==> src/rtl/pgwr_pkg.sv <==
package pgwr_pkg;
   typedef enum logic [1:0] {
      ST_IDLE  = 2'd0,
      ST_WAIT  = 2'd1,
      ST_DRAIN = 2'd2
   } pgwr_state_e;
endpackage

==> src/rtl/pgwr_store.sv <==
// Page holding buffer: byte slots, fill flags and the wrapping offset pointer.
module pgwr_store #(
   parameter int DATA_W     = 8,
   parameter int PAGE_BYTES = 32,
   localparam int OFF_W     = $clog2(PAGE_BYTES)
) (
   input  logic                  clk,
   input  logic                  rst_n,
   input  logic                  clr_i,
   input  logic [OFF_W-1:0]      load_off_i,
   input  logic                  put_i,
   input  logic [DATA_W-1:0]     put_data_i,
   input  logic                  take_i,
   input  logic [OFF_W-1:0]      take_idx_i,
   output logic [PAGE_BYTES-1:0] full_o,
   output logic [DATA_W-1:0]     take_data_o
);
   logic [DATA_W-1:0] slot_q [PAGE_BYTES];
   logic [OFF_W-1:0]  ptr_q;

   always_ff @(posedge clk or negedge rst_n) begin
      if (!rst_n) begin
         ptr_q  <= '0;
         full_o <= '0;
         for (int i = 0; i < PAGE_BYTES; i++) slot_q[i] <= '0;
      end else if (clr_i) begin
         ptr_q  <= load_off_i;
         full_o <= '0;
      end else begin
         if (put_i) begin
            slot_q[ptr_q] <= put_data_i;
            full_o[ptr_q] <= 1'b1;
            ptr_q         <= ptr_q + 1'b1;
         end
         if (take_i) full_o[take_idx_i] <= 1'b0;
      end
   end

   assign take_data_o = slot_q[take_idx_i];
endmodule

==> src/rtl/pgwr_pick.sv <==
// Lowest-set-bit selector over the fill flags.
module pgwr_pick #(
   parameter int N = 32,
   localparam int IDX_W = $clog2(N)
) (
   input  logic [N-1:0]     req_i,
   output logic             any_o,
   output logic             last_o,
   output logic [IDX_W-1:0] idx_o
);
   logic [N:0]   none_below;
   logic [N-1:0] grant;

   assign none_below[0] = 1'b1;
   for (genvar g = 0; g < N; g++) begin : g_chain
      assign grant[g]        = req_i[g] & none_below[g];
      assign none_below[g+1] = none_below[g] & ~req_i[g];
   end

   always_comb begin
      idx_o = '0;
      for (int i = 0; i < N; i++)
         if (grant[i]) idx_o = idx_o | IDX_W'(i);
   end

   assign any_o  = ~none_below[N];
   assign last_o = ((req_i & ~grant) == '0);
endmodule

==> src/rtl/pgwr_timer.sv <==
// Down-counter standing in for the programming time.
module pgwr_timer #(
   parameter int TWR_CYCLES = 250000,
   localparam int CNT_W     = $clog2(TWR_CYCLES + 1)
) (
   input  logic clk,
   input  logic rst_n,
   input  logic load_i,
   input  logic run_i,
   output logic zero_o
);
   logic [CNT_W-1:0] cnt_q;

   always_ff @(posedge clk or negedge rst_n) begin
      if (!rst_n)                     cnt_q <= '0;
      else if (load_i)                cnt_q <= CNT_W'(TWR_CYCLES - 1);
      else if (run_i && cnt_q != '0)  cnt_q <= cnt_q - 1'b1;
   end

   assign zero_o = (cnt_q == '0);
endmodule

==> src/rtl/pgwr_ctrl.sv <==
module pgwr_ctrl #(
   parameter int DATA_W     = 8,
   parameter int PAGE_BYTES = 32,
   parameter int ROW_W      = 8,
   parameter int TWR_CYCLES = 250000,
   localparam int OFF_W     = $clog2(PAGE_BYTES),
   localparam int ADDR_W    = ROW_W + OFF_W
) (
   input  logic              clk,
   input  logic              rst_n,
   input  logic              seq_start_i,
   input  logic [ADDR_W-1:0] start_addr_i,
   input  logic              byte_we_i,
   input  logic [DATA_W-1:0] byte_data_i,
   input  logic              stop_wr_i,
   input  logic              wp_i,
   input  logic              addr_hit_i,
   output logic              addr_ack_o,
   output logic              busy_o,
   output logic              arr_we_o,
   output logic [ADDR_W-1:0] arr_addr_o,
   output logic [DATA_W-1:0] arr_data_o
);
   import pgwr_pkg::*;

   if ((1 << OFF_W) != PAGE_BYTES) begin : g_bad_page
      $error("PAGE_BYTES must be a power of two");
   end
   if (TWR_CYCLES < 1) begin : g_bad_twr
      $error("TWR_CYCLES must be at least 1");
   end
   if (ROW_W < 1 || DATA_W < 1) begin : g_bad_width
      $error("ROW_W and DATA_W must be positive");
   end

   pgwr_state_e       state_q;
   logic [ROW_W-1:0]  row_q;
   logic [PAGE_BYTES-1:0] full;
   logic              vld_any, vld_last, tmr_zero;
   logic [OFF_W-1:0]  pick_idx;
   logic              idle, acc_seq, acc_byte, commit_go, draining;

   assign idle      = (state_q == ST_IDLE);
   assign acc_seq   = seq_start_i & idle;
   assign acc_byte  = byte_we_i & idle;
   assign commit_go = stop_wr_i & idle & ~wp_i & vld_any;
   assign draining  = (state_q == ST_DRAIN);

   pgwr_store #(.DATA_W(DATA_W), .PAGE_BYTES(PAGE_BYTES)) u_store (
      .clk        (clk),
      .rst_n      (rst_n),
      .clr_i      (acc_seq),
      .load_off_i (start_addr_i[OFF_W-1:0]),
      .put_i      (acc_byte),
      .put_data_i (byte_data_i),
      .take_i     (draining),
      .take_idx_i (pick_idx),
      .full_o     (full),
      .take_data_o(arr_data_o)
   );

   pgwr_pick #(.N(PAGE_BYTES)) u_pick (
      .req_i (full),
      .any_o (vld_any),
      .last_o(vld_last),
      .idx_o (pick_idx)
   );

   pgwr_timer #(.TWR_CYCLES(TWR_CYCLES)) u_timer (
      .clk   (clk),
      .rst_n (rst_n),
      .load_i(commit_go),
      .run_i (state_q == ST_WAIT),
      .zero_o(tmr_zero)
   );

   always_ff @(posedge clk or negedge rst_n) begin
      if (!rst_n)       row_q <= '0;
      else if (acc_seq) row_q <= start_addr_i[ADDR_W-1:OFF_W];
   end

   always_ff @(posedge clk or negedge rst_n) begin
      if (!rst_n) state_q <= ST_IDLE;
      else begin
         unique case (state_q)
            ST_IDLE:  if (commit_go) state_q <= ST_WAIT;
            ST_WAIT:  if (tmr_zero)  state_q <= ST_DRAIN;
            ST_DRAIN: if (vld_last)  state_q <= ST_IDLE;
            default:                 state_q <= ST_IDLE;
         endcase
      end
   end

   assign busy_o     = ~idle;
   assign addr_ack_o = addr_hit_i & idle;
   assign arr_we_o   = draining;
   assign arr_addr_o = {row_q, pick_idx};
endmodule

==> config.mk <==
export PLATFORM = sky130hd
export DESIGN_NAME = pgwr_ctrl
export DESIGN_NICKNAME = d
export VERILOG_FILES = /design/src/rtl/pgwr_pkg.sv /design/src/rtl/pgwr_store.sv /design/src/rtl/pgwr_pick.sv /design/src/rtl/pgwr_timer.sv /design/src/rtl/pgwr_ctrl.sv
export SDC_FILE = /design/constraint.sdc
export NUM_CORES = 1
export LEC_CHECK = 0
export BUFFER_PORTS_ARGS = -buffer_cell sky130_fd_sc_hd__buf_2
export CORE_MARGIN = 2
export CORE_UTILIZATION = 55
export CTS_BUF_LIST = sky130_fd_sc_hd__clkbuf_8 sky130_fd_sc_hd__clkbuf_16
export CTS_CLUSTER_SIZE = 12
export DETAILED_ROUTE_END_ITERATION = 7
export GPL_TIMING_DRIVEN = 0
export MAX_ROUTING_LAYER = met4
export PLACE_DENSITY = 0.76
export SLEW_MARGIN = 0
export SYNTH_ARGS = -nofsm -noshare
export SYNTH_HDL_FRONTEND = slang
export SYNTH_HIERARCHICAL = 1
export SYNTH_SLANG_ARGS = --single-unit
==> constraint.sdc <==
create_clock -name clk -period 5.3 [get_ports clk]
set_clock_uncertainty 0.2 [all_clocks]
set_input_delay 1.59 -clock clk [delete_from_list [all_inputs] [get_ports clk]]
set_output_delay 1.59 -clock clk [all_outputs]
set_load 0.03 [all_outputs]
Word level (Yosys, flattened, before mapping)
Index checks and enable logic that the tools add are counted.
{"block": "totals", "register_bits": 321, "inputBits": 28, "out_inout_bits": 24, "elab_cells": 235}
{"block": "classes", "add_sub_neg": 2, "order_cmp": 7, "n_eq_ne": 5, "muxes": 61, "n_bitwise": 111, "reduce_logical": 12}
{"op": "256-bit two-way mux", "n": 2}
{"op": "256-bit bitwise mux", "n": 1}
{"op": "32-bit two-way mux", "n": 5}
{"op": "5-bit two-way mux", "n": 19}
{"op": "1-bit bitwise AND", "n": 68}
{"op": "32-bit bitwise AND", "n": 2}
{"op": "32-bit inverter", "n": 2}
{"op": "18-bit two-way mux", "n": 3}
{"op": "8-bit binary-select mux with 5-bit select", "n": 1}
{"op": "8-bit demux with 5-bit select", "n": 1}
{"op": "1-bit inverter", "n": 36}
{"op": "32-bit zero test", "n": 1}
{"op": "4-bit two-way mux", "n": 8}
{"op": "32-bit bitwise OR", "n": 1}
{"op": "8-bit two-way mux", "n": 3}
{"op": "18-bit zero test", "n": 1}
{"op": "18-bit nonzero test", "n": 1}
{"op": "18-bit by 1-bit subtractor with 18-bit output (second input constant)", "n": 1}
{"op": "2-bit two-way mux", "n": 8}
{"op": "6-bit >= comparator (second input constant)", "n": 2}
{"op": "5-bit by 6-bit less-than comparator with 1-bit output (second input constant)", "n": 2}
{"op": "3-bit two-way mux", "n": 4}
{"op": "5-bit inverter with 6-bit output", "n": 2}
{"op": "1-bit demux with 5-bit select", "n": 2}
{"op": "other kinds (14)", "n": 22}

Logic depth before layout (Yosys ltp)
Gate-level depths: netlist of run 1.
{"block": "logic_depth", "word_depth": 42, "ltp_mapped": 14, "depth_no_buf": 10}

Hierarchy
Netlist of run 1, hierarchy kept.
{"mod": "pgwr_store", "n_inst": 1, "cells_each": 1019, "area_per_inst_um2": 14129.8, "seq_area_each_um2": 7332.0}
{"mod": "pgwr_timer", "n_inst": 1, "cells_each": 120, "area_per_inst_um2": 1123.6, "seq_area_each_um2": 450.4}
{"mod": "pgwr_pick", "n_inst": 1, "cells_each": 115, "area_per_inst_um2": 709.4, "seq_area_each_um2": 0.0}
{"mod": "pgwr_ctrl", "n_inst": 1, "cells_each": 34, "area_per_inst_um2": 439.2, "seq_area_each_um2": 250.2}

Least setup slack after synthesis of run 1
OpenSTA, ideal clock, no wires.
{"block": "synth_timing", "path_kind": "flip-flop to output port", "startpoint": "reg u_store.full_o[8]", "endpoint": "out arr_data_o[0]", "arrival_time_ns": 3.584, "required_time_ns": 3.510, "slack_ns": -0.074, "stages_incl_launch_ff": 15, "n_path_buf": 4, "cell_sequence": "dfrtp_1 -> or4_4 -> and4b_1 -> buf_6 -> nand3_4 -> or3_4 -> nor2_1 -> or3_1 -> clkbuf_1 -> buf_2 -> buf_2 -> mux2i_1 -> o22ai_1 -> nor4_1 -> nand2_1"}
{"block": "synth_between", "elab_chain_len": 30, "elab_cells_between_ends": 76, "cone_classes": "mux: 27; bitwise: 49"}
{"element": "start: declaration", "line": "pgwr_store.sv:15", "source": "output logic [PAGE_BYTES-1:0] full_o,"}
{"element": "start signal: assignment", "line": "pgwr_store.sv:24", "source": "full_o <= '0;"}
{"element": "start signal: assignment", "line": "pgwr_store.sv:28", "source": "full_o <= '0;"}
{"element": "start signal: indexed assignment", "line": "pgwr_store.sv:32", "source": "full_o[ptr_q] <= 1'b1;"}
{"element": "1-bit inverter *", "line": "pgwr_pick.sv:17", "source": "assign none_below[g+1] = none_below[g] & ~req_i[g];"}
{"element": "1-bit bitwise AND * (2 in series)", "line": "pgwr_pick.sv:17"}
{"element": "1-bit bitwise AND, on equally long branches", "line": "pgwr_pick.sv:16, pgwr_pick.sv:17"}
{"element": "4-bit two-way mux, or another cell as far along", "line": "pgwr_pick.sv:23", "source": "if (grant[i]) idx_o = idx_o | IDX_W'(i);"}
{"element": "4-bit two-way mux / 1-bit bitwise AND (equally long branches) (2 in series)", "line": "pgwr_pick.sv:23, pgwr_pick.sv:17"}
{"element": "4-bit two-way mux, or another cell as far along (2 in series)", "line": "pgwr_pick.sv:23"}
{"element": "4-bit two-way mux / 1-bit bitwise AND (equally long branches)", "line": "pgwr_pick.sv:23, pgwr_pick.sv:17"}
{"element": "5-bit two-way mux / 1-bit bitwise AND (equally long branches)", "line": "pgwr_pick.sv:23, pgwr_pick.sv:17"}
{"element": "[... 10 more ...]"}
{"element": "5-bit two-way mux / 1-bit bitwise AND (equally long branches) (2 in series)", "line": "pgwr_pick.sv:23, pgwr_pick.sv:17"}
{"element": "5-bit two-way mux, or another cell as far along", "line": "pgwr_pick.sv:23"}
{"element": "5-bit two-way mux / 1-bit bitwise AND (equally long branches)", "line": "pgwr_pick.sv:23, pgwr_pick.sv:16"}
{"element": "5-bit two-way mux *", "line": "pgwr_pick.sv:23"}
{"element": "named net arr_addr_o[1]", "line": "pgwr_ctrl.sv:21", "source": "output logic [ADDR_W-1:0] arr_addr_o,"}
{"element": "5-bit inverter with 6-bit output (implied by the code) *", "line": "pgwr_store.sv:39", "source": "assign take_data_o = slot_q[take_idx_i];"}
{"element": "8-bit binary-select mux with 5-bit select *", "line": "pgwr_store.sv:39"}
{"element": "8-bit two-way mux (implied by the code) * (2 in series)", "line": "pgwr_store.sv:39"}
{"element": "end: declaration", "line": "pgwr_ctrl.sv:22", "source": "output logic [DATA_W-1:0] arr_data_o"}
Mark *: on every way through the listed nets, which the timed path passes. The rest lies on a longest branch. The select of a mux whose other input is x is not followed.

Worst setup path in the final report of run 1
{"block": "layout_timing", "startpoint": "reg u_store.full_o[10]", "endpoint": "out arr_data_o[2]"}
{"block": "layout_between", "elab_chain_len": 28, "elab_cells_between_ends": 70, "cone_classes": "mux: 25; bitwise: 45"}
{"element": "1-bit inverter", "line": "pgwr_pick.sv:17"}
{"element": "1-bit bitwise AND", "line": "pgwr_pick.sv:17"}
{"element": "1-bit bitwise AND, on equally long branches", "line": "pgwr_pick.sv:16, pgwr_pick.sv:17"}
{"element": "4-bit two-way mux, or another cell as far along (5 in series)", "line": "pgwr_pick.sv:23"}
{"element": "5-bit two-way mux, or another cell as far along (14 in series)", "line": "pgwr_pick.sv:23"}
{"element": "5-bit two-way mux / 1-bit bitwise AND (equally long branches)", "line": "pgwr_pick.sv:23, pgwr_pick.sv:16"}
{"element": "5-bit two-way mux *", "line": "pgwr_pick.sv:23"}
{"element": "5-bit inverter with 6-bit output (implied by the code) *", "line": "pgwr_store.sv:39"}
{"element": "8-bit binary-select mux with 5-bit select *", "line": "pgwr_store.sv:39"}
{"element": "8-bit two-way mux (implied by the code) * (2 in series)", "line": "pgwr_store.sv:39"}
Mark *: on every way between the ends. The rest lies on a longest branch, timed or not. The select of a mux whose other input is x is not followed.

==> Implementation_results.wiki, run 1 <==
{| class="wikitable"
! Metric !! Value
|-
| Global placement routability congestion || ~0.96
|-
| Slack of the worst reg-to-reg path || 1.67 ns
|-
| Kind of critical path || reg -> out
|-
| Post-Syn Area || approximately 16000 µm²
|-
| Failing checks || setup timing
|-
| End point of the most critical hold path || u_store/slot_q[38]
|-
| H-Tree Level Count || 2
|-
| Cell count after placement || ~1.7k
|-
| Proportion of layout cells with a drive suffix above 1 || 0.429
|-
| Synth cell count leaders || sky130_fd_sc_hd__dfrtp_1, sky130_fd_sc_hd__mux2_2, sky130_fd_sc_hd__mux2i_1
|-
| Path type of the worst min-delay path || reg -> reg
|-
| Clk_lat worst skew || 0.52 ns
|-
| Worst slew margin relative to its limit || 0.475
|-
| Critical path required time || roughly 3.5 ns
|-
| Number of distinct library cells after synthesis || 81
|-
| Maximum number of pins on one net before global-route repair || 125
|-
| Maximum fanout count along the critical path || 8
|-
| DRC violation total after the first TritonRoute iteration || approximately 1.3k
|-
| Beginning of the worst register-to-register path || u_store/full_o[10]
|-
| Die extent in x || approximately 180 µm
|-
| Proportion of synthesized chip area in sequential cells || 0.490
|-
| Final critical delay including setup and external delays || 6.10 ns
|-
| Data arrival time at the worst-slack endpoint || 4.31 ns
|-
| Leading cell type by number of instances after synthesis || sky130_fd_sc_hd__dfrtp_1
|-
| Status || complete, but fails checks
|-
| Transition time at the pin with the least slew margin || 0.788 ns
|-
| Global-route wire length before repair || 71.3 mm
|-
| Count of cells along the worst register-to-register path || 12
|-
| Total number of vias || approximately 12k
|-
| Number of failing setup endpoints in the final timing report || 8
|-
| Total number of nets in the final design || 1448
|-
| Max-cap violation count || 0
|-
| Setup crit start kind || register
|-
| Starting density of the core || 0.556
|-
| Total half-perimeter wirelength after legalization and detailed placement || between 20 and 30 mm
|-
| Number of vias per cell || 6.54
|-
| Antenna violations before repair || 0
|-
| Number of nets still failing antenna checks after routing || 0
|-
| Synth Flop Type || sky130_fd_sc_hd__dfrtp_1
|-
| Launch point of the worst hold path || u_store/slot_q[38]
|-
| Placeable Area || 29500 µm²
|-
| Num CTS Buffers || 36
|-
| Total global routing overflow || 0
|-
| Clock tree root buffer cell || sky130_fd_sc_hd__clkbuf_16
|-
| Worst Setup End Kind || primary output
|-
| All-layer global routing usage || 0.311
|-
| Final Slew Violations || 0
|-
| Final critical-path share of the clock period || 1.15
|-
| Async set or reset register ratio after synthesis || 1.00
|-
| Warnings from Yosys || 6
|-
| FP Rows || 63
|-
| Final hold violation count || 0
|-
| Number of stages on the worst hold path || 1
|-
| Mean cell area of the mapped netlist || 12.7 µm²
|-
| Total Die Area || 31200 µm²
|-
| Highest achievable clock rate || 164 MHz
|-
| Number of top-level design ports || 52
|-
| Number of sinks on the clock net || 321
|-
| Utilization of the core after routing || 0.688
|-
| Vertical die dimension || 177 µm
|-
| Detailed-route DRC error count || 0
|-
| Vias in the first global route || 11.8k
|-
| EDFF count, synth || 0
|-
| Register bit count reported by yosys || 321
|-
| Drt pass-1 iters || 5
|-
| Post-DR wirelength/cell || 25.7 µm
|-
| Area Growth Syn to Fin || 23.7%
|-
| Routed wire length || about 47 mm
|-
| Number of buffers inserted by port buffering || 51
|-
| Clock tree from TritonCTS || yes
|-
| Setup WS post-layout || -0.800 ns
|-
| Antenna diode count || 0
|-
| Final cell count without fillers || 1829
|-
| Largest area contributor in the netlist || sky130_fd_sc_hd__dfrtp_1
|-
| Biggest area contributors in the synthesized netlist || sky130_fd_sc_hd__dfrtp_1, sky130_fd_sc_hd__mux2_2, sky130_fd_sc_hd__mux2i_1
|-
| Hold_buf cts || 0
|-
| Worst reg2reg endpoint || u_store/full_o[6]
|-
| CTS clock-pin slew for the worst setup and hold paths || 0.06 ns
|-
| Buffer levels on the longest clock path || 3
|-
| Area share of the leading cell type in the synthesized netlist || 0.490
|-
| Setup repair after global routing missed its margin || true
|-
| Post-Synthesis Net Count || 1321
|-
| Syn Inst Count || 1288
|}
-- sequential cells by signal (all words and copies together), names as in the netlist --
name / cells
row_q: 8
u_timer/cnt_q: 18
u_store/full_o: 32
u_store/ptr_q: 5
state_q: 2
u_store/slot_q: 256
-- worst max-delay path: stages (launching register included) --
cell,delay [ns]
sky130_fd_sc_hd__dfrtp_2,0.42
sky130_fd_sc_hd__or4_4,0.52
sky130_fd_sc_hd__and4b_1,0.30
sky130_fd_sc_hd__buf_6,0.13
sky130_fd_sc_hd__nand3_4,0.08
sky130_fd_sc_hd__or3_4,0.37
sky130_fd_sc_hd__nor2_4,0.08
sky130_fd_sc_hd__or3_4,0.20
sky130_fd_sc_hd__buf_6,0.13
sky130_fd_sc_hd__buf_16,0.16
sky130_fd_sc_hd__buf_12,0.16
sky130_fd_sc_hd__mux2i_1,0.29
sky130_fd_sc_hd__o22ai_1,0.14
sky130_fd_sc_hd__nor4_2,0.39
sky130_fd_sc_hd__nand2_1,0.20
sky130_fd_sc_hd__buf_6,0.18
-- timing repair --
item                                    4_1_cts  5_1_grt
buffers inserted                             27        8
hold endpoints to repair                      0        0
endpoints found under the setup margin        8        8
resized for setup                           224       28
cloned                                        8        1
pin swaps                                    38       15
-- layout by cell type (no fill, tap or decap), types with 24 or more instances in the layout --
master	synthesis	routed
sky130_fd_sc_hd__nor2_1	43	42
sky130_fd_sc_hd__dfrtp_1	321	318
sky130_fd_sc_hd__nor2_8	31	31
sky130_fd_sc_hd__mux2i_4	0	37
sky130_fd_sc_hd__a211oi_1	31	31
sky130_fd_sc_hd__a21oi_1	46	45
sky130_fd_sc_hd__clkbuf_16	0	39
sky130_fd_sc_hd__nand2_1	30	29
sky130_fd_sc_hd__mux2_2	249	249
sky130_fd_sc_hd__clkbuf_1	44	38
sky130_fd_sc_hd__inv_1	15	24
sky130_fd_sc_hd__buf_2	25	52
sky130_fd_sc_hd__mux2i_1	129	71
sky130_fd_sc_hd__o22ai_1	66	39
sky130_fd_sc_hd__buf_4	5	33
-- final cells by class --
| type | count | area [µm²] |
|---|---|---|
| fill | 1943 | 9190 |
| multi-input combinational | 865 | 8890 |
| sequential | 321 | 8040 |
| clock buffer | 47 | 1070 |
| timing repair buffer | 97 | 973 |
| buffer | 79 | 622 |
| tap | 390 | 488 |
| clock inverter | 15 | 156 |
| inverter | 15 | 56.3 |
-- routing by layer --
| layer | global-route usage | vias up | part of all wire |
|---|---|---|---|
| met5 | - | - | 0 |
| met4 | 0.110 | 0 | 0.040 |
| met3 | 0.0509 | 148 | 0.082 |
| met2 | 0.484 | 648 | 0.48 |
| met1 | 0.415 | 6078 | 0.40 |
| li1 | - | 5093 | - |
-- metrics by stage --
stage / hold slack (ns) / worst slack [ns] / area (µm²) / setup TNS [ns]
5_1_grt: 0.302 / -0.782 / 20300 / -5.91
2_1_floorplan: 0.257 / 0.0455 / 16400 / 0
6_report: 0.289 / -0.800 / 20300 / -5.65
3_5_place_dp: 0.274 / -1.01 / 17200 / -7.21
3_3_place_gp: 0.267 / -3.49 / 17200 / -1114.35
4_1_cts: 0.292 / -0.622 / 20000 / -4.68
-- worst max-delay path by stage --
stage,slack [ns],from,end
floorplan,0.05,u_store/full_o[8],arr_data_o[0]
global placement,-3.49,rst_n,u_store/slot_q[224]
detailed placement,-1.01,u_store/full_o[8],arr_data_o[7]
CTS,-0.62,u_store/full_o[10],arr_data_o[2]
global route,-0.78,u_store/full_o[10],arr_data_o[2]
finish,-0.80,u_store/full_o[10],arr_data_o[2]
-- cells by family (layout without fill, tap and decap cells) --
group	count (synthesis)	in the layout	synth area share
mux	397	397	0.263
flops	321	321	0.490
simple gates	252	252	0.129
buf+inv	102	253	0.0302
compound gates	204	204	0.0808
fa+ha+maj	8	8	0.00572
xor+xnor	4	4	0.00214
Power of run 1 is not shown: default switching activity piles up to over one toggle a cycle in this logic, so the estimate is an artifact.
==> inputs of run 2 (changes only) <==
==> constraint.sdc (replaced) <==
create_clock -name clk -period 6.8 [get_ports clk]
set_clock_uncertainty 0.2 [all_clocks]
set_input_delay 2.04 -clock clk [delete_from_list [all_inputs] [get_ports clk]]
set_output_delay 2.04 -clock clk [all_outputs]
set_load 0.03 [all_outputs]
==> run 2 against run 1 <==
Against the previous run: the flow still finishes with violations (setup timing); critical path depth decreased by 2; worst hold slack got worse by 0.0016 ns; global-route usage decreased by 2.8 points; clock-buffer cell count decreased by 5; sequential share of layout area increased by 3.7 points; final area decreased by 8.7%; register-to-register slack improved by 1.3 ns; core utilization decreased by 6.0 points.
==> Implementation_results.wiki, run 2 (synthesis gave the netlist of run 1 again) <==
{| class="wikitable"
! Metric !! Value
|-
| Status || complete, but fails checks
|-
| Utilization of the core after routing || 0.629
|-
| Total Die Area || 31200 µm²
|-
| Vias in the first global route || ~11k
|-
| Maximum number of pins on one net before global-route repair || 120
|-
| Worst Setup End Kind || primary output
|-
| Clock tree root buffer cell || sky130_fd_sc_hd__clkbuf_16
|-
| Drt pass-1 iters || 5
|-
| Setup crit start kind || register
|-
| Kind of critical path || reg -> out
|-
| Clock tree from TritonCTS || yes
|-
| Final critical-path share of the clock period || 1.00
|-
| Final hold violation count || 0
|-
| Commonest cells after routing, fill and taps aside || sky130_fd_sc_hd__dfrtp_1, sky130_fd_sc_hd__mux2_2, sky130_fd_sc_hd__mux2i_1
|-
| Number of flip-flops in the largest register || 256
|-
| Total global routing overflow || 0
|-
| Largest registers ranked by flip-flop count || u_store/slot_q (256), u_store/full_o (32), u_timer/cnt_q (18)
|-
| Starting density of the core || 0.556
|-
| Number of failing setup endpoints in the final timing report || 1
|-
| Area Growth Syn to Fin || 13.0%
|-
| Number of vias per cell || 6.33
|-
| Placeable Area || 29500 µm²
|-
| Routed wire length || 42.3 mm
|-
| Total number of nets in the final design || 1415
|-
| Maximum fanout count along the critical path || 10
|-
| Number of nets still failing antenna checks after routing || 0
|-
| Data arrival time at the worst-slack endpoint || between 4 and 5 ns
|-
| Highest achievable clock rate || 147 MHz
|-
| H-Tree Level Count || 2
|-
| Max-cap violation count || 0
|-
| Post-DR wirelength/cell || 23.6 µm
|-
| FP Rows || 63
|-
| Die extent in x || between 150 and 200 µm
|-
| Global-route wire length before repair || 65.7 mm
|-
| Critical path required time || 4.56 ns
|-
| CTS clock-pin slew for the worst setup and hold paths || around 0.05 ns
|-
| Number of top-level design ports || 52
|-
| Setup WS post-layout || -0.0198 ns
|-
| Hold_buf cts || 0
|-
| Number of buffers inserted by port buffering || 51
|-
| Final critical delay including setup and external delays || 6.82 ns
|-
| Vertical die dimension || 177 µm
|-
| Transition time at the pin with the least slew margin || 0.777 ns
|-
| # fillers || 2226
|-
| Setup repair after global routing missed its margin || true
|-
| Detailed-route DRC error count || 0
|-
| Clk_lat worst skew || about 0.5 ns
|-
| Path type of the worst min-delay path || reg -> reg
|-
| Worst slew margin relative to its limit || 0.480
|-
| Most common cell after layout, fill and taps aside || sky130_fd_sc_hd__dfrtp_1
|-
| Total half-perimeter wirelength after legalization and detailed placement || 29.5 mm
|-
| Antenna diode count || 0
|-
| Number of sinks on the clock net || 321
|-
| Buffer levels on the longest clock path || 3
|-
| Global placement routability congestion || between 0.9 and 1
|-
| Failing checks || setup timing
|-
| Final Slew Violations || 0
|-
| Total number of vias || 11.3k
|-
| Proportion of layout cells with a drive suffix above 1 || 0.340
|-
| Register with the highest flop count || u_store/slot_q
|-
| DRC violation total after the first TritonRoute iteration || 1187
|-
| Antenna violations before repair || 0
|-
| All-layer global routing usage || 0.283
|-
| Final-layout setup total negative slack || -0.0198 ns
|-
| Num CTS Buffers || 35
|}
[run 2: cell count changes in the layout (fill, tap and decap cells not counted), moves of 13 or more]
cell	previous run	this run
sky130_fd_sc_hd__buf_12	13	0
sky130_fd_sc_hd__o22ai_1	39	62
sky130_fd_sc_hd__mux2i_4	37	1
sky130_fd_sc_hd__mux2i_1	71	123
sky130_fd_sc_hd__nor4_1	3	16
sky130_fd_sc_hd__buf_4	33	10
sky130_fd_sc_hd__mux2i_2	21	5
sky130_fd_sc_hd__o22ai_2	20	4
[run 2: area by class of cell]
| type | instances | area [µm²] | area share |
|---|---|---|---|
| Clock inverter | 14 | 100 | 0.00540 |
| Multi-Input combinational cell | 865 | 7990 | 0.431 |
| Tap cell | 390 | 488 | 0.0263 |
| Clock buffer | 42 | 983 | 0.0531 |
| Inverter | 15 | 56.3 | 0.00304 |
| Timing Repair Buffer | 58 | 378 | 0.0204 |
| Buffer | 86 | 514 | 0.0277 |
| Sequential cell | 321 | 8030 | 0.433 |
[run 2: path summary, 6_finish.rpt]
kind	from	end	slack [ns]	cells past startpoint
max	u_store/full_o[8]	arr_data_o[4]	-0.02	13
min	u_store/slot_q[91]	u_store/slot_q[91]	0.29	1
max reg2reg	u_store/full_o[8]	u_store/full_o[22]	2.93	11
min in group asynchronous	rst_n	u_timer/cnt_q[16]	1.23	1
min reg2reg	u_store/slot_q[91]	u_store/slot_q[91]	0.29	1
max in group asynchronous	rst_n	u_store/slot_q[237]	3.56	4
[run 2: layer usage]
| metal | vias up | wire length [µm] | GRT usage |
|---|---|---|---|
| met5 | - | 0 | - |
| met4 | 0 | 1170 | 0.0844 |
| met3 | 83 | 3160 | 0.0462 |
| met2 | 456 | 19400 | 0.421 |
| met1 | 5793 | 18600 | 0.401 |
| li1 | 5002 | - | - |
[run 2: what timing repair did]
item                                    in CTS  in global routing
gates resized for setup                     15                 36
pin swaps                                    0                  6
cloned                                       0                  0
endpoints found under the setup margin       8                  8
setup buffers                                0                  4
[run 2: stage by stage]
stage | instances | hold WS (ns) | instance area, µm² | setup slack [ns]
final | 1791 | 0.288 | 18500 | -0.0198
after global routing | 1791 | 0.303 | 18500 | -0.0947
after CTS | 1787 | 0.287 | 18400 | 0.00105
after detailed placement | 1732 | 0.274 | 17200 | -0.0180
after global placement | 1729 | 0.266 | 17100 | -2.42
after floorplan | 1288 | 0.257 | 16400 | 0.976
[run 2: worst max-delay path, stage by stage (launching register included)]
cell,delay [ns]
sky130_fd_sc_hd__dfrtp_1,0.47
sky130_fd_sc_hd__or4_4,0.60
sky130_fd_sc_hd__and4b_1,0.28
sky130_fd_sc_hd__buf_6,0.14
sky130_fd_sc_hd__nand3_4,0.10
sky130_fd_sc_hd__or3_4,0.37
sky130_fd_sc_hd__nor2_1,0.12
sky130_fd_sc_hd__or3_4,0.23
sky130_fd_sc_hd__buf_4,0.28
sky130_fd_sc_hd__mux2i_1,0.40
sky130_fd_sc_hd__o22ai_1,0.19
sky130_fd_sc_hd__nor4_2,0.45
sky130_fd_sc_hd__nand2_1,0.20
sky130_fd_sc_hd__buf_2,0.22
Power of run 2 is left out for the same reason.
==> inputs of run 3 (changes only) <==
--- a/config.mk
+++ b/config.mk
@@ -17,5 +17,4 @@
 export SLEW_MARGIN = 0
 export SYNTH_ARGS = -nofsm -noshare
 export SYNTH_HDL_FRONTEND = slang
-export SYNTH_HIERARCHICAL = 1
 export SYNTH_SLANG_ARGS = --single-unit
==> run 3 against run 2 <==
Against the previous run: the flow finishes with violations (DRC); via count is 6.9% higher; final area decreased by 6.0%; die area down 6.3%; first-iteration DRC count is 31% higher; flip-flop and latch count unchanged; largest cell class unchanged; global-route usage grew 6.3 points; core utilization grew 0.20 points; maximum frequency increased by 0.30%.
==> Implementation_results.wiki, run 3 <==
{| class="wikitable"
! Metric !! Value
|-
| Worst reg2reg endpoint || u_store.full_o[0]
|-
| Total number of nets in the final design || 1451
|-
| Buffers & Inverters on Critical Path || 5
|-
| Post-DR wirelength/cell || 26.0 µm
|-
| # fillers || between 2k and 2.5k
|-
| Number of vias per cell || 6.66
|-
| Slack of the worst reg-to-reg path || approximately 2.4 ns
|-
| Die extent in x || 171 µm
|-
| Final critical delay including setup and external delays || ~6.8 ns
|-
| Proportion of layout cells with a drive suffix above 1 || 0.306
|-
| Cell count after placement || approximately 1.8k
|-
| Mean cell area of the mapped netlist || 11.6 µm²
|-
| Vias in the first global route || 12.1k
|-
| Num CTS Buffers || 35
|-
| Commonest cells after routing, fill and taps aside || sky130_fd_sc_hd__dfrtp_1, sky130_fd_sc_hd__mux2_2, sky130_fd_sc_hd__nand2_1
|-
| Setup crit start kind || register
|-
| Post-Synthesis Net Count || 1352
|-
| Biggest area contributors in the synthesized netlist || sky130_fd_sc_hd__dfrtp_1, sky130_fd_sc_hd__mux2_2, sky130_fd_sc_hd__nand2_1
|-
| Synth Flop Type || sky130_fd_sc_hd__dfrtp_1
|-
| Global-route wire length before repair || 72.5 mm
|-
| Worst Setup End Kind || primary output
|-
| All-layer global routing usage || 0.345
|-
| Minimum setup slack after placement || approximately 0.33 ns
|-
| Antenna violations before repair || 0
|-
| Register bit count reported by yosys || 321
|-
| Async set or reset register ratio after synthesis || 1.00
|-
| Routed wire length || 47.4 mm
|-
| Setup repair after global routing missed its margin || true
|-
| Cell depth of the worst setup path || 13
|-
| Maximum number of pins on one net before global-route repair || 112
|-
| Clock tree from TritonCTS || yes
|-
| Synth cell count leaders || sky130_fd_sc_hd__dfrtp_1, sky130_fd_sc_hd__mux2_2, sky130_fd_sc_hd__nand2_1
|-
| Buffer levels on the longest clock path || 3
|-
| Number of flip-flops in the largest register || about 260
|-
| CP cell instances || buf_2, or4_1, buf_2, nor3_4, o21a_1, or4_1, buf_4, nor2_4, buf_6, mux2_1, a2111oi_0, nand4_1, buf_2
|-
| Critical path required time || 4.56 ns
|-
| Largest area contributor in the netlist || sky130_fd_sc_hd__dfrtp_1
|-
| Final Slew Violations || 0
|-
| Critical path's largest stage delay || 0.60 ns
|-
| Area share of the leading cell type in the synthesized netlist || 0.523
|-
| Worst slew margin relative to its limit || 0.156
|-
| Area Growth Syn to Fin || 13.5%
|-
| Highest achievable clock rate || 147 MHz
|-
| Count of cells along the worst register-to-register path || 9
|-
| Leading cell type by number of instances after synthesis || sky130_fd_sc_hd__dfrtp_1
|-
| Power per unit of standard cell area || 220 nW/µm²
|-
| Register with the highest flop count || u_store.slot_q
|-
| Most common cell after layout, fill and taps aside || sky130_fd_sc_hd__dfrtp_1
|-
| FP Rows || 61
|-
| Global placement routability congestion || 0.966
|-
| Slowest stage cell on the critical path || sky130_fd_sc_hd__or4_1
|-
| Worst Hold Slack || 0.278 ns
|-
| Utilization of the core after routing || 0.631
|-
| EDFF count, synth || 0
|-
| Maximum fanout count along the critical path || 10
|-
| Design Power || 3.83 mW
|-
| Critical path launch point || u_store.full_o[2]
|-
| Max VDD drop || ~0.19 mV
|-
| Status || complete, but fails checks
|-
| Max-cap violation count || 0
|-
| Clock tree root buffer cell || sky130_fd_sc_hd__clkbuf_16
|-
| Antenna diode count || 0
|-
| Proportion of synthesized chip area in sequential cells || 0.523
|-
| Largest registers ranked by flip-flop count || u_store.slot_q (256), u_store.full_o (32), u_timer.cnt_q (18)
|-
| Number of nets still failing antenna checks after routing || 0
|-
| Total leakage power || 8.65 nW
|-
| Total number of vias || 12.1k
|-
| H-Tree Level Count || 2
|-
| Warnings from Yosys || 0
|-
| DRC violation total after the first TritonRoute iteration || between 1.5k and 2k
|-
| Vertical die dimension || 171 µm
|-
| Path type of the worst min-delay path || reg -> reg
|-
| Number of distinct library cells after synthesis || 76
|-
| Syn Inst Count || 1319
|-
| Clk_lat worst skew || 0.53 ns
|-
| Starting density of the core || 0.556
|-
| Total half-perimeter wirelength after legalization and detailed placement || 32.0 mm
|-
| Total global routing overflow || 0
|-
| Final cell count without fillers || 1818
|-
| Placeable Area || 27600 µm²
|-
| Drt pass-1 iters || 8
|-
| Setup WS post-layout || 0.000527 ns
|-
| Kind of critical path || reg -> out
|-
| Termination of the worst setup path || arr_data_o[3]
|-
| Critical Path Most Common Cell || sky130_fd_sc_hd__buf_2
|-
| Final critical-path share of the clock period || 1.00
|-
| Number of sinks on the clock net || about 320
|-
| Total Die Area || ~29000 µm²
|-
| Number of buffers inserted by port buffering || roughly 50
|-
| Delay-heaviest family, CP || simple AND/OR/NAND/NOR gates
|-
| Number of failing setup endpoints in the final timing report || 0
|-
| Final hold violation count || 0
|-
| Detailed-route DRC error count || 1
|-
| Data arrival time at the worst-slack endpoint || 4.56 ns
|-
| Post-Syn Area || 15400 µm²
|-
| CTS clock-pin slew for the worst setup and hold paths || about 0.060 ns
|-
| Failing checks || DRC
|-
| Number of top-level design ports || 52
|-
| Transition time at the pin with the least slew margin || between 1 and 1.5 ns
|-
| Beginning of the worst register-to-register path || u_store.full_o[2]
|}
==> run 3: cell count changes in the layout (fill, tap and decap cells not counted), moves of 12 or more <==
cell,previous run,this run
sky130_fd_sc_hd__a211oi_1,31,4
sky130_fd_sc_hd__nor2_8,31,0
sky130_fd_sc_hd__a22o_1,2,15
sky130_fd_sc_hd__o22ai_1,62,11
sky130_fd_sc_hd__nand2_1,30,154
sky130_fd_sc_hd__a222oi_1,0,16
sky130_fd_sc_hd__clkbuf_1,42,54
sky130_fd_sc_hd__mux2_2,249,262
sky130_fd_sc_hd__nand3_1,12,26
sky130_fd_sc_hd__mux2i_1,123,12
sky130_fd_sc_hd__a22oi_1,3,55
sky130_fd_sc_hd__mux2_1,19,2
sky130_fd_sc_hd__a221oi_1,0,13
sky130_fd_sc_hd__nor3_1,10,23
==> run 3: worst register-to-register path, stage by stage (launching register included) <==
cell                      delay (ns)
sky130_fd_sc_hd__dfrtp_1        0.32
sky130_fd_sc_hd__buf_2          0.20
sky130_fd_sc_hd__or4_1          0.13
sky130_fd_sc_hd__buf_2          0.22
sky130_fd_sc_hd__nor3_4         0.11
sky130_fd_sc_hd__o21a_1         0.17
sky130_fd_sc_hd__nor4_2         1.05
sky130_fd_sc_hd__nand2_1        0.43
sky130_fd_sc_hd__nor3_1         1.07
sky130_fd_sc_hd__a22oi_1        0.27
==> run 3: cell type report <==
type	instances	area, µm²	share of cell area
plain buffers	83	377	0.0216
clock buffers	40	945	0.0542
multi-input cells	895	6970	0.400
repair buffers	62	412	0.0236
inverters	20	75.1	0.00431
well taps	378	473	0.0271
flip-flops and latches	321	8030	0.461
clock inverters	19	149	0.00854
==> run 3: worst min-delay path by stage <==
stage / from / end / slack (ns) / cells after the start
floorplan: u_store.slot_q[149] / u_store.slot_q[149] / 0.27 / 1
global placement: row_q[0] / row_q[0] / 0.26 / 2
detailed placement: row_q[6] / row_q[6] / 0.26 / 2
CTS: row_q[6] / row_q[6] / 0.27 / 2
global route: row_q[6] / row_q[6] / 0.29 / 2
finish: row_q[6] / row_q[6] / 0.28 / 2
==> run 3: cells by family (layout without fill, tap and decap cells) <==
group / count (synthesis) / after routing / share of synthesized area
buffers and inverters: 103 / 224 / 0.0289
XOR/XNOR: 15 / 15 / 0.00856
adder cells (fa/ha/maj): 9 / 9 / 0.00668
AND/OR/NAND/NOR: 356 / 356 / 0.117
AO/OA/AOI/OAI: 239 / 239 / 0.114
multiplexers: 276 / 276 / 0.201
flip-flops: 321 / 321 / 0.523
==> run 3: metal layers <==
layer  GRT usage  up-vias  routed length, µm
met1       0.440     6085              18200
met4       0.188        0               3130
li1            -     5089                  -
met2       0.509      733              21200
met3      0.0870      209               4860
met5           -        -                  0
==> run 3: report_power, final <==
part | switching [mW] | total [mW] | internal, mW
combinational | 0.0773 | 0.0963 | 0.0190
clock | 0.785 | 1.82 | 1.04
sequential | 0.00132 | 1.91 | 1.91
==> run 3: per-stage QoR <==
stage / TNS [ns] / area, µm²
global placement: -784.80 / 16100
detailed placement: 0 / 16200
global route: -0.0119 / 17400
CTS: 0 / 17300
floorplan: 0 / 15400
finish: 0 / 17400
==> run 3: timing repair <==
item	CTS	global route
pin swaps	0	3
gates resized for setup	10	10
setup buffers	0	7
setup endpoints to repair	7	8
hold buffers	0	0
(Power assumes the default switching activity.)
